===== src/rtl/cfg_i2c_pkg.sv =====
package cfg_i2c_pkg;

    localparam int BYTE_W = 8;

    typedef logic [BYTE_W-1:0] byte_t;

    typedef enum logic [3:0] {
        ST_IDLE,
        ST_ADDR,
        ST_ADDR_ACK,
        ST_IDX,
        ST_IDX_ACK,
        ST_CNT,
        ST_CNT_ACK,
        ST_WDAT,
        ST_WDAT_ACK,
        ST_TX,
        ST_TX_ACK,
        ST_HOLD
    } ctrl_st_e;

endpackage


===== src/rtl/cfg_i2c_sync.sv =====
// Synchronises SCL and SDA and derives edge and bus-condition events.
module cfg_i2c_sync #(
    parameter int STAGES = 2
) (
    input  logic clk,
    input  logic rst_n,
    input  logic scl_in,
    input  logic sda_in,
    output logic scl_s,
    output logic sda_s,
    output logic scl_rise,
    output logic scl_fall,
    output logic start_det,
    output logic stop_det
);

    logic [1:0] raw;
    logic [1:0] cur;
    logic [1:0] prv;

    assign raw = {scl_in, sda_in};

    generate
        for (genvar g = 0; g < 2; g++) begin : g_line
            logic [STAGES-1:0] pipe;
            always_ff @(posedge clk or negedge rst_n) begin
                if (!rst_n) pipe <= '1;
                else        pipe <= {pipe[STAGES-2:0], raw[g]};
            end
            assign cur[g] = pipe[STAGES-1];
        end
    endgenerate

    always_ff @(posedge clk or negedge rst_n) begin
        if (!rst_n) prv <= '1;
        else        prv <= cur;
    end

    assign scl_s     = cur[1];
    assign sda_s     = cur[0];
    assign scl_rise  = cur[1] & ~prv[1];
    assign scl_fall  = ~cur[1] & prv[1];
    assign start_det = cur[1] & prv[1] & prv[0] & ~cur[0];
    assign stop_det  = cur[1] & prv[1] & ~prv[0] & cur[0];

endmodule


===== src/rtl/cfg_i2c_shift.sv =====
// Shared byte shifter: samples on SCL rise when receiving, shifts on SCL fall when sending.
module cfg_i2c_shift
    import cfg_i2c_pkg::*;
(
    input  logic  clk,
    input  logic  rst_n,
    input  logic  clr,
    input  logic  load,
    input  byte_t load_byte,
    input  logic  rx_en,
    input  logic  tx_en,
    input  logic  scl_rise,
    input  logic  scl_fall,
    input  logic  sda_s,
    output byte_t shreg,
    output logic  bits_done,
    output logic  tx_bit
);

    localparam int CW = $clog2(BYTE_W) + 1;

    logic [CW-1:0] bcnt;

    assign bits_done = (bcnt == CW'(BYTE_W));
    assign tx_bit    = shreg[BYTE_W-1];

    always_ff @(posedge clk or negedge rst_n) begin
        if (!rst_n) begin
            shreg <= '0;
            bcnt  <= '0;
        end else if (clr) begin
            bcnt  <= '0;
        end else if (load) begin
            shreg <= load_byte;
            bcnt  <= '0;
        end else if (rx_en && scl_rise && !bits_done) begin
            shreg <= {shreg[BYTE_W-2:0], sda_s};
            bcnt  <= bcnt + 1'b1;
        end else if (tx_en && scl_fall && !bits_done) begin
            shreg <= {shreg[BYTE_W-2:0], 1'b0};
            bcnt  <= bcnt + 1'b1;
        end
    end

endmodule


===== src/rtl/cfg_i2c_ctrl.sv =====
// Transaction controller: protocol states, index pointer, count register, ACK drive.
module cfg_i2c_ctrl
    import cfg_i2c_pkg::*;
#(
    parameter int          NUM_REGS  = 24,
    parameter logic [6:0]  DEV_ADDR  = 7'h69,
    parameter int          CNT_IDX   = 8,
    parameter logic [7:0]  CNT_RESET = 8'h0F,
    localparam int         IDX_W     = $clog2(NUM_REGS)
) (
    input  logic             clk,
    input  logic             rst_n,
    input  logic             scl_s,
    input  logic             sda_s,
    input  logic             scl_rise,
    input  logic             scl_fall,
    input  logic             start_det,
    input  logic             stop_det,
    input  byte_t            shreg,
    input  logic             bits_done,
    input  logic             tx_bit,
    input  byte_t            rd_data,
    output logic             shf_clr,
    output logic             shf_load,
    output byte_t            load_byte,
    output logic             rx_en,
    output logic             tx_en,
    output logic             sda_oe,
    output logic             wr_en,
    output logic [IDX_W-1:0] wr_idx,
    output byte_t            wr_data,
    output logic [IDX_W-1:0] rd_idx,
    output logic             xfer_done
);

    ctrl_st_e         state, nxt;
    logic [IDX_W-1:0] ptr;
    byte_t            remain;
    byte_t            cnt_q;
    logic             rw_q;
    logic             first_q;
    logic             engaged;
    logic             host_ack;
    logic             byte_in;
    logic             addr_hit;
    logic             idx_ok;
    logic             ptr_is_cnt;
    logic [IDX_W-1:0] ptr_inc;

    assign byte_in    = bits_done && scl_fall;
    assign addr_hit   = (shreg[7:1] == DEV_ADDR);
    assign idx_ok     = (int'(shreg) < NUM_REGS);
    assign ptr_is_cnt = (ptr == IDX_W'(CNT_IDX));
    assign ptr_inc    = (ptr == IDX_W'(NUM_REGS - 1)) ? '0 : ptr + 1'b1;

    // Next-state decode
    always_comb begin
        nxt = state;
        if (stop_det) begin
            nxt = ST_IDLE;
        end else if (start_det) begin
            nxt = ST_ADDR;
        end else begin
            unique case (state)
                ST_IDLE:     nxt = ST_IDLE;
                ST_HOLD:     nxt = ST_HOLD;
                ST_ADDR:     if (byte_in) nxt = addr_hit ? ST_ADDR_ACK : ST_HOLD;
                ST_ADDR_ACK: if (scl_fall) nxt = rw_q ? ST_TX : ST_IDX;
                ST_IDX:      if (byte_in) nxt = idx_ok ? ST_IDX_ACK : ST_HOLD;
                ST_IDX_ACK:  if (scl_fall) nxt = ST_CNT;
                ST_CNT:      if (byte_in) nxt = ST_CNT_ACK;
                ST_CNT_ACK:  if (scl_fall) nxt = ST_WDAT;
                ST_WDAT:     if (byte_in) nxt = (remain != '0) ? ST_WDAT_ACK : ST_HOLD;
                ST_WDAT_ACK: if (scl_fall) nxt = ST_WDAT;
                ST_TX:       if (bits_done) nxt = ST_TX_ACK;
                ST_TX_ACK:   if (scl_fall) nxt = host_ack ? ST_TX : ST_HOLD;
                default:     nxt = ST_IDLE;
            endcase
        end
    end

    // State register
    always_ff @(posedge clk or negedge rst_n) begin
        if (!rst_n) state <= ST_IDLE;
        else        state <= nxt;
    end

    // Output and shifter control decode
    always_comb begin
        rx_en    = (state == ST_ADDR) || (state == ST_IDX) ||
                   (state == ST_CNT)  || (state == ST_WDAT);
        tx_en    = (state == ST_TX);
        sda_oe   = (state == ST_ADDR_ACK) || (state == ST_IDX_ACK) ||
                   (state == ST_CNT_ACK)  || (state == ST_WDAT_ACK) ||
                   ((state == ST_TX) && !bits_done && !tx_bit);
        shf_load = (nxt == ST_TX) && (state != ST_TX);
        shf_clr  = start_det ||
                   ((nxt != state) && ((nxt == ST_ADDR) || (nxt == ST_IDX) ||
                                       (nxt == ST_CNT)  || (nxt == ST_WDAT)));
        load_byte = (first_q || ptr_is_cnt) ? cnt_q : rd_data;
    end

    assign rd_idx = ptr;

    // Datapath registers
    always_ff @(posedge clk or negedge rst_n) begin
        if (!rst_n) begin
            ptr       <= '0;
            remain    <= '0;
            cnt_q     <= CNT_RESET;
            rw_q      <= 1'b0;
            first_q   <= 1'b0;
            engaged   <= 1'b0;
            host_ack  <= 1'b0;
            wr_en     <= 1'b0;
            wr_idx    <= '0;
            wr_data   <= '0;
            xfer_done <= 1'b0;
        end else begin
            wr_en     <= 1'b0;
            xfer_done <= stop_det && engaged;
            if (stop_det) engaged <= 1'b0;
            if (state == ST_ADDR && nxt == ST_ADDR_ACK) begin
                rw_q    <= shreg[0];
                first_q <= 1'b1;
                engaged <= 1'b1;
            end
            if (state == ST_IDX && nxt == ST_IDX_ACK) ptr <= shreg[IDX_W-1:0];
            if (state == ST_CNT && nxt == ST_CNT_ACK) remain <= shreg;
            if (state == ST_WDAT && nxt == ST_WDAT_ACK) begin
                if (ptr_is_cnt) begin
                    cnt_q <= shreg;
                end else begin
                    wr_en   <= 1'b1;
                    wr_idx  <= ptr;
                    wr_data <= shreg;
                end
                remain <= remain - 8'd1;
                ptr    <= ptr_inc;
            end
            if (shf_load) begin
                if (first_q) first_q <= 1'b0;
                else         ptr     <= ptr_inc;
            end
            if (state == ST_TX_ACK && scl_rise) host_ack <= ~sda_s;
        end
    end

    AST_OE_MOVES_SCL_LOW: assert property (@(posedge clk) disable iff (!rst_n) (sda_oe != $past(sda_oe)) |-> !scl_s);
    AST_WR_FROM_DATA: assert property (@(posedge clk) disable iff (!rst_n) wr_en |-> ($past(state) == ST_WDAT));
    AST_NO_WRITE_PAST_COUNT: assert property (@(posedge clk) disable iff (!rst_n) wr_en |-> ($past(remain) != '0));
    AST_PTR_IN_RANGE: assert property (@(posedge clk) disable iff (!rst_n) int'(ptr) < NUM_REGS);
    AST_STOP_TO_IDLE: assert property (@(posedge clk) disable iff (!rst_n) $past(stop_det) |-> (state == ST_IDLE));
    AST_DONE_AFTER_STOP: assert property (@(posedge clk) disable iff (!rst_n) xfer_done |-> $past(stop_det));

endmodule


===== src/rtl/cfg_i2c_target.sv =====
module cfg_i2c_target
    import cfg_i2c_pkg::*;
#(
    parameter int          NUM_REGS    = 24,
    parameter logic [6:0]  DEV_ADDR    = 7'h69,
    parameter int          CNT_IDX     = 8,
    parameter logic [7:0]  CNT_RESET   = 8'h0F,
    parameter int          SYNC_STAGES = 2,
    localparam int         IDX_W       = $clog2(NUM_REGS)
) (
    input  logic             clk,
    input  logic             rst_n,
    input  logic             scl_in,
    input  logic             sda_in,
    output logic             sda_oe,
    output logic             wr_en,
    output logic [IDX_W-1:0] wr_idx,
    output logic [7:0]       wr_data,
    output logic [IDX_W-1:0] rd_idx,
    input  logic [7:0]       rd_data,
    output logic             xfer_done
);

    logic  scl_s, sda_s, scl_rise, scl_fall, start_det, stop_det;
    logic  shf_clr, shf_load, rx_en, tx_en, bits_done, tx_bit;
    byte_t shreg, load_byte;

    cfg_i2c_sync #(.STAGES(SYNC_STAGES)) u_sync (
        .clk       (clk),
        .rst_n     (rst_n),
        .scl_in    (scl_in),
        .sda_in    (sda_in),
        .scl_s     (scl_s),
        .sda_s     (sda_s),
        .scl_rise  (scl_rise),
        .scl_fall  (scl_fall),
        .start_det (start_det),
        .stop_det  (stop_det)
    );

    cfg_i2c_shift u_shift (
        .clk       (clk),
        .rst_n     (rst_n),
        .clr       (shf_clr),
        .load      (shf_load),
        .load_byte (load_byte),
        .rx_en     (rx_en),
        .tx_en     (tx_en),
        .scl_rise  (scl_rise),
        .scl_fall  (scl_fall),
        .sda_s     (sda_s),
        .shreg     (shreg),
        .bits_done (bits_done),
        .tx_bit    (tx_bit)
    );

    cfg_i2c_ctrl #(
        .NUM_REGS  (NUM_REGS),
        .DEV_ADDR  (DEV_ADDR),
        .CNT_IDX   (CNT_IDX),
        .CNT_RESET (CNT_RESET)
    ) u_ctrl (
        .clk       (clk),
        .rst_n     (rst_n),
        .scl_s     (scl_s),
        .sda_s     (sda_s),
        .scl_rise  (scl_rise),
        .scl_fall  (scl_fall),
        .start_det (start_det),
        .stop_det  (stop_det),
        .shreg     (shreg),
        .bits_done (bits_done),
        .tx_bit    (tx_bit),
        .rd_data   (rd_data),
        .shf_clr   (shf_clr),
        .shf_load  (shf_load),
        .load_byte (load_byte),
        .rx_en     (rx_en),
        .tx_en     (tx_en),
        .sda_oe    (sda_oe),
        .wr_en     (wr_en),
        .wr_idx    (wr_idx),
        .wr_data   (wr_data),
        .rd_idx    (rd_idx),
        .xfer_done (xfer_done)
    );

endmodule


===== config.mk =====
export PLATFORM = sky130hd
export DESIGN_NAME = cfg_i2c_target
export DESIGN_NICKNAME = d
export VERILOG_FILES = /design/src/rtl/cfg_i2c_pkg.sv /design/src/rtl/cfg_i2c_sync.sv /design/src/rtl/cfg_i2c_shift.sv /design/src/rtl/cfg_i2c_ctrl.sv /design/src/rtl/cfg_i2c_target.sv
export SDC_FILE = /design/constraint.sdc
export NUM_CORES = 1
export LEC_CHECK = 0
export BUFFER_PORTS_ARGS = -buffer_cell sky130_fd_sc_hd__buf_2
export CORE_MARGIN = 5
export CORE_UTILIZATION = 50
export DETAILED_ROUTE_END_ITERATION = 8
export GPL_ROUTABILITY_DRIVEN = 0
export GPL_TIMING_DRIVEN = 0
export HOLD_SLACK_MARGIN = 0.12
export PLACE_DENSITY = 0.69
export SLEW_MARGIN = 20
export SYNTH_ARGS = -nofsm -noshare
export SYNTH_HDL_FRONTEND = slang
export SYNTH_HIERARCHICAL = 1
export SYNTH_SLANG_ARGS = --single-unit

===== constraint.sdc =====
create_clock -name clk -period 4.8 [get_ports clk]
set_input_delay 0.72 -clock clk [delete_from_list [all_inputs] [get_ports clk]]
set_output_delay 0.72 -clock clk [all_outputs]
set_load 0.1 [all_outputs]

==> summary.txt, run 1 <==
STA
  – Max Transition Viols Final: 0
  – Worst hold slack after final layout: roughly 0.36 ns
  – Setup repair after global routing missed its margin: false
  – Actual slew at the worst max-slew pin: 0.863 ns
  – Count of endpoints failing setup in the final report: 0
  – Peak Freq: roughly 230 MHz
  – Final cycle utilization of the critical path: between 80% and 90%
  – Worst slew slack as a fraction of its limit: roughly two fifths
  – TNS Setup: 0 ns
  – Clock Skews: roughly 0.013 ns
  – Setup slack after layout: 0.510 ns
  – Final critical delay including setup and external delays: roughly 4.3 ns
  – Count of final hold-check violations: 0

CTS
  – CTS tree: yes
  – CTS root buf: clkbuf_8
  – # clock sinks: 62
  – Maximum clock path buffer count: 2
  – Clock network latency to the later pin of the worst-skew pair: between 0.3 and 0.4 ns
  – H-tree level count: 3
  – Clock-pin transition on the worst setup and hold timing paths: 0.07 ns
  – TritonCTS Buffers: 9
  – Count of hold buffers inserted by post-cts repair: 0

Pwr
  – Power density normalized to cell area: 239 nW/µm²
  – Power, Total: roughly 980 µW
  – IR drop worst, VDD: 174 µV
  – Standby leakage power: approximately 1.9 nW

Detailed routing
  – Antenna Nets Post-Route: 0
  – Detailed Route Iter0 Violations: 217
  – Total number of vias: roughly 3,100
  – Routed wire length per instance: about 18 µm
  – Total iterations of the first detailed-routing run: 5
  – Drt drc: 0
  – Routed wire length: roughly 9.0 mm
  – Vias per std cell: approximately 6.1

Global route
  – Total gr overflow: 0
  – Largest net degree at the start of global routing: 63
  – Number of antenna violations at the first check in global routing: 0
  – First-pass GRT wire length: around 15 mm
  – All-layer global routing usage: 20.8%
  – Number of global-route vias before repair: about 2,900

Finish
  – # fillers: between 600 and 700
  – Area of combinational cells with multiple inputs: 1870 µm²
  – Nets: between 400 and 500
  – Ratio of cells with drive above 1 in the final layout: 25.6%
  – Final Cell Area: roughly 4100 µm²
  – Storage element area: 1560 µm²
  – Post-route core utilization: 57.3%
  – Non-Filler Instances: roughly 500
  – Ant. Diodes: 0
  – Layout overhead on the synthesized area: 12.7%

Placed design
  – Quantity of I/O buffers inserted on ports: 32
  – Area after detailed placement: slightly below 4000 µm²
  – Detail Placement HPWL: just over 6 mm
  – Number of placed cells counting well taps: 486
  – DP Worst Slack: roughly 0.37 ns

Die
  – Number of placement rows: 31
  – Total I/O pin count: 33
  – Core area: ~7200 µm²
  – Die height: 95.5 µm
  – Die area: ~9100 µm²
  – Initial core utilization: 50.9%
  – Width of the die: 95.5 µm

Logic synthesis
  – Fraction of synthesized cell area taken by the top area cell type: between 30% and 40%
  – Average cell area after synthesis: 10.3 µm²
  – YS warnings: 6
  – Portion of the post-synthesis area used by sequential elements: a little over two fifths
  – Post-synth design cell area: ~3700 µm²
  – Register bit count reported by yosys: 62
  – Mapped Nets: about 370
  – Synth area leaders: dfrtp_1 36%, dfstp_2 7.2%, mux2_2 4.9%
  – Fraction of registers with async set or reset after synthesis: 100%
  – Cell type contributing the most total cell area after synthesis: dfrtp_1
  – Post-synthesis cell type count: slightly below 70
  – Number of enable flip-flop cells after synthesis: 0
  – Synthesized instance count: between 300 and 400
  – Top flip-flop cell by instance count after synthesis: dfrtp_1

Run status
  – Result of the run: completed

Job
  – Max-cap violations: 0

Worst setup path
  – Required time reported for the critical path endpoint: between 5 and 6 ns
  – CP Max Fanout: 10
  – Element type at the critical path start: flop
  – Crit Path Category: flop to flop
  – Critical path endpoint category: flop
  – CP Data Arrival Time: ~4.5 ns

Worst hold path
  – Worst hold path type: flop to flop
## power breakdown
| part | switching, mW | internal [mW] |
|---|---|---|
| sequential | 0.00640 | 0.529 |
| clock | 0.224 | 0.188 |
| combinational | 0.0227 | 0.0127 |
| total | 0.253 | 0.729 |
## sequential cells by signal (all words and copies together), names as in the netlist
register and flops:
u_shift/shreg 8, u_ctrl/rd_idx 5, u_ctrl/host_ack 1, u_ctrl/wr_en 1, u_sync/prv 2, u_ctrl/cnt_q 8, u_ctrl/first_q 1, u_shift/bcnt 4
u_ctrl/engaged 1, u_ctrl/rw_q 1, u_ctrl/remain 8, u_ctrl/xfer_done 1, u_ctrl/state 4, u_sync/g_line.pipe 4, u_ctrl/wr_data 8, u_ctrl/wr_idx 5
## cells in the final DEF (no fill, tap or decap), types with 5 or more instances in the layout
cell and n:
dfrtp_1 52, nor4bb_1 7, a211oi_1 10, buf_4 8, nor2b_1 8, nand2_1 15
nor3_1 7, nor4_1 5, a21oi_1 15, ha_1 6, nand3_1 9, clkbuf_1 7
buf_2 36, dfstp_2 10, o21ai_0 16, nor2_1 17, a221o_1 7, mux2_2 16
mux2i_1 5, clkbuf_8 9, inv_1 26, mux2_1 11
## final timing paths
kind	start	endpoint	slack, ns	cells past startpoint
min reg2reg	u_sync/g_line[0].pipe[0]$_DFF_PN1_	u_sync/g_line[0].pipe[1]$_DFF_PN1_	0.36	0
max	u_sync/prv[1]$_DFF_PN1_	u_shift/shreg[6]$_DFFE_PN0P_	0.51	13
max in group asynchronous	rst_n	u_ctrl/state[3]$_DFF_PN0_	3.80	1
min in group asynchronous	rst_n	u_ctrl/xfer_done$_DFF_PN0_	0.45	1
max reg2reg	u_sync/prv[1]$_DFF_PN1_	u_shift/shreg[6]$_DFFE_PN0P_	0.51	13
min	u_sync/g_line[0].pipe[0]$_DFF_PN1_	u_sync/g_line[0].pipe[1]$_DFF_PN1_	0.36	0
## kinds of logic (layout without fill, tap and decap cells)
logic type | count (synthesis) | in the layout | share of synthesized area (%)
adders and majority gates | 6 | 6 | 2.06
buffers and inverters | 48 | 96 | 6.24
xor gates and xnor gates | 1 | 1 | 0.240
AOI/OAI and AO/OA | 102 | 102 | 21.7
and+or+nand+nor | 104 | 104 | 17.3
DFF | 62 | 62 | 42.8
muxes | 32 | 32 | 9.70
## cell usage after synthesis (3+ instances only)
cell type	n
o31ai_1	3
or2_2	3
a21o_1	4
buf_4	7
nor4bb_1	7
and3b_1	3
nand3b_1	4
nand2_1	15
dfstp_2	10
nor3_1	7
o21ai_0	16
and2_1	4
a221o_1	7
nor2b_1	8
clkbuf_1	7
nor2_1	17
ha_1	6
a21oi_1	15
a211oi_1	10
nand3_1	9
and4_1	3
a32o_1	3
mux2_2	16
nor4b_1	5
mux2_1	11
o22ai_1	3
a31oi_1	4
o22a_1	3
nor4_1	5
mux2i_1	5
nand2b_1	4
inv_1	26
dfrtp_1	52
buf_2	5
## layer usage
| metal | global-route usage (%) | up-vias | part of all wire (%) |
|---|---|---|---|
| li1 | - | 1426 | - |
| met1 | 29.6 | 1503 | 45 |
| met2 | 31.5 | 125 | 48 |
| met3 | 5.05 | 14 | 5.7 |
| met4 | 6.40 | 0 | 1.4 |
| met5 | 0 | - | 0 |
## critical path, stage by stage, from the launching register on
cell,delay [ns]
dfstp_2,0.54
nor2b_1,0.46
clkbuf_1,0.39
nand2_1,0.13
a41oi_1,0.30
o22ai_1,0.17
o21ai_1,0.43
nand2_1,0.18
nor4b_2,0.53
nor4bb_1,0.14
buf_4,0.19
or2_0,0.21
buf_6,0.15
a211oi_1,0.33
## final cells by class
type,instances,area share (%)
Multi-Input combinational cell,245,45.3
Sequential cell,62,38.0
Timing Repair Buffer,32,3.95
Buffer,21,3.07
Clock buffer,9,3.01
Tap cell,99,3.01
Inverter,27,2.46
Clock inverter,7,1.16
## what timing repair did
item	in CTS	in global routing
gates resized for setup	0	1
setup endpoints to repair	0	7
buffers inserted	0	0
Note: power is estimated with default switching activity, not from simulation.
==> run 2: changes to the inputs <==
--- a/config.mk
+++ b/config.mk
@@ -5,8 +5,9 @@
 export SDC_FILE = /design/constraint.sdc
 export NUM_CORES = 1
 export LEC_CHECK = 0
+export ABC_AREA = 1
 export BUFFER_PORTS_ARGS = -buffer_cell sky130_fd_sc_hd__buf_2
-export CORE_MARGIN = 5
+export CORE_MARGIN = 1.5
 export CORE_UTILIZATION = 50
 export DETAILED_ROUTE_END_ITERATION = 8
 export GPL_ROUTABILITY_DRIVEN = 0
==> summary.txt, run 2 <==
Finish
  – Nets: 563
  – Commonest cells after routing, fill and taps aside: 155 x nand2_1, 62 x inv_1, 52 x dfrtp_1
  – Final Cell Area: about 4200 µm²
  – Layout overhead on the synthesized area: 13.2%
  – Ratio of cells with drive above 1 in the final layout: between 10% and 20%
  – Commonest non-fill, non-tap cell in the layout: nand2_1
  – Ant. Diodes: 0
  – # fillers: about 660

Pwr
  – Power density normalized to cell area: roughly 280 nW/µm²
  – IR drop worst, VDD: 224 µV
  – Standby leakage power: between 2 and 2.5 nW
  – Power, Total: ~1.1 mW

STA
  – Peak Freq: 330 MHz
  – Worst hold slack after final layout: 0.358 ns
  – Count of endpoints failing setup in the final report: 0
  – Max Transition Viols Final: 0
  – Count of final hold-check violations: 0
  – Setup slack after layout: roughly 1.8 ns
  – Final cycle utilization of the critical path: between 60 and 70%
  – Clock Skews: a little over 0.009 ns
  – Actual slew at the worst max-slew pin: roughly 0.79 ns
  – Setup repair after global routing missed its margin: false
  – Final critical delay including setup and external delays: a little over 3 ns
  – TNS Setup: 0 ns
  – Worst slew slack as a fraction of its limit: 47.6%

CTS
  – TritonCTS Buffers: 9
  – # clock sinks: slightly above 60
  – CTS tree: yes
  – Clock-pin transition on the worst setup and hold timing paths: around 0.070 ns
  – Clock network latency to the later pin of the worst-skew pair: approximately 0.34 ns
  – Buffers inserted by post-CTS timing repair: 0
  – Count of hold buffers inserted by post-cts repair: 0
  – CTS root buf: clkbuf_8
  – Maximum clock path buffer count: 2
  – Gates resized, CTS repair: 0
  – H-tree level count: 3

Die
  – Die height: 88.8 µm
  – Initial core utilization: between 50% and 60%
  – Core area: just over 7000 µm²
  – Width of the die: around 89 µm
  – Die area: 7880 µm²
  – Number of placement rows: 31
  – Total I/O pin count: 33

Detailed routing
  – Met3 wirelength from detailed routing: between 300 and 400 µm
  – Total number of vias: between 3,000 and 4,000
  – Drt drc: 0
  – Highest routed metal layer: met4
  – Antenna Nets Post-Route: 0
  – WL met1: 4.05 mm
  – Vias per std cell: between 5 and 6
  – Total iterations of the first detailed-routing run: 5
  – Total met2 wirelength after detailed routing: about 3.8 mm
  – Routed wire length: approximately 8.4 mm
  – Detailed Route Iter0 Violations: ~240
  – Routed wire length per instance: roughly 13 µm

Job
  – Max-cap violations: 0

Logic synthesis
  – Portion of the post-synthesis area used by sequential elements: 42.5%
  – Fraction of registers with async set or reset after synthesis: 100%
  – Top flip-flop cell by instance count after synthesis: dfrtp_1
  – Number of enable flip-flop cells after synthesis: 0
  – Synth area leaders: dfrtp_1 35%, nand2_1 16%, dfstp_2 7.1%
  – Most common library cells after synthesis: 155 x nand2_1, 62 x inv_1, 52 x dfrtp_1, 51 x nand3_1, 50 x nor2_1
  – Mapped Nets: 520
  – YS warnings: 6
  – Average cell area after synthesis: between 7 and 8 µm²
  – Cell type contributing the most total cell area after synthesis: dfrtp_1
  – Register bit count reported by yosys: 62
  – Post-synthesis cell type count: 34
  – Post-synth design cell area: ~3700 µm²
  – Most common cell in the netlist: nand2_1
  – Synthesized instance count: roughly 500
  – Fraction of synthesized cell area taken by the top area cell type: 35.4%

Worst hold path
  – Worst hold path type: flop to flop

Worst setup path
  – Cell repeated most along the worst path: nand2_1
  – Slowest library cell on the worst path: dfstp_2
  – Largest stage delay, worst path: approximately 0.54 ns
  – Crit Path Category: flop to flop
  – Ordered cell list for the critical path: inv_1 > nor2_1 > nand2_1 > a21oi_1 > nand2_1 > nand2_1 > nand4_1 > nand2_1 > nand2_1 > nand2_2 > xor2_1 > nor2_1 > o21bai_1 > inv_1 > clkbuf_1 > nand3_1 > nand2_1
  – Element type at the critical path start: flop
  – CP Data Arrival Time: around 3.3 ns
  – CP Max Fanout: 10
  – Critical path endpoint category: flop
  – Required time reported for the critical path endpoint: about 5.1 ns

Placed design
  – Area after detailed placement: around 4000 µm²
  – Quantity of I/O buffers inserted on ports: 32
  – Detail Placement HPWL: 6.16 mm
  – DP Worst Slack: roughly 1.9 ns

Global route
  – Number of antenna violations at the first check in global routing: 0
  – Largest net degree at the start of global routing: 63
  – Number of global-route vias before repair: 3,129
  – First-pass GRT wire length: roughly 14 mm
  – Total gr overflow: 0
  – All-layer global routing usage: 23.7%

Run status
  – Result of the run: completed
run 2: cell types whose count changed after synthesis, moves of 7 or more:
cell,previous run,this run
mux2_1,11,0
nor2_1,17,50
o21ai_1,1,22
nor4bb_1,7,0
nand4_1,2,12
nand3_1,9,51
a221o_1,7,0
a211oi_1,10,0
inv_1,26,62
nand2_1,15,155
nor2b_1,8,0
mux2_2,16,0
run 2: final cells by class:
type	instances	area, µm²	share of cell area [%]
multi-input combinational	362	1790	43.0
timing repair buffer	32	163	3.91
sequential	62	1560	37.6
clock inverter	5	57.6	1.38
inverter	69	259	6.22
tap	99	124	2.98
clock buffer	11	141	3.40
buffer	9	62.6	1.50
run 2: layer usage:
layer	vias to the layer above	GRT usage, %
met3	21	4.29
met5	-	0
met1	1522	33.5
li1	1685	-
met2	97	36.0
met4	0	9.66
run 2: kinds of logic after synthesis:
group	count (synthesis)	share of synthesized area (%)
adders and majority gates	6	2.04
xor gates and xnor gates	8	1.91
buffers and inverters	78	8.74
and+or+nand+nor	296	37.3
DFF	62	42.5
AOI/OAI and AO/OA	52	7.45
run 2: power breakdown:
| group | internal (mW) | switching, mW |
|---|---|---|
| clock network | 0.255 | 0.210 |
| registers | 0.546 | 0.0421 |
| logic | 0.0320 | 0.0632 |
| total | 0.833 | 0.315 |
run 2: worst paths after layout:
| path | start | endpoint | slack [ns] | cells past startpoint |
|---|---|---|---|---|
| hold / removal | u_sync/g_line[1].pipe[0]$_DFF_PN1_ | u_sync/g_line[1].pipe[1]$_DFF_PN1_ | 0.36 | 0 |
| min in group asynchronous | rst_n | u_ctrl/state[2]$_DFF_PN0_ | 0.47 | 1 |
| setup reg to reg | u_sync/prv[1]$_DFF_PN1_ | u_shift/shreg[1]$_DFFE_PN0P_ | 1.77 | 17 |
| max in group asynchronous | rst_n | u_shift/shreg[7]$_DFFE_PN0P_ | 3.82 | 1 |
| hold reg to reg | u_sync/g_line[1].pipe[0]$_DFF_PN1_ | u_sync/g_line[1].pipe[1]$_DFF_PN1_ | 0.36 | 0 |
| setup / recovery | u_sync/prv[1]$_DFF_PN1_ | u_shift/shreg[1]$_DFFE_PN0P_ | 1.77 | 17 |
run 2: through the flow:
stage               std cells  util, %
finish                    649     58.0
global route              649     58.0
CTS                       649     58.0
detailed placement        633     55.2
global placement          633     55.2
floorplan                 502        -
run 2: worst max-delay path: cells and delay by family, from the launching register on:
| family | cells | cell delay, ns |
|---|---|---|
| and+or+nand+nor | 11 | 1.49 |
| buffers and inverters | 3 | 0.58 |
| DFF | 1 | 0.54 |
| AOI/OAI and AO/OA | 2 | 0.27 |
| xor gates and xnor gates | 1 | 0.09 |
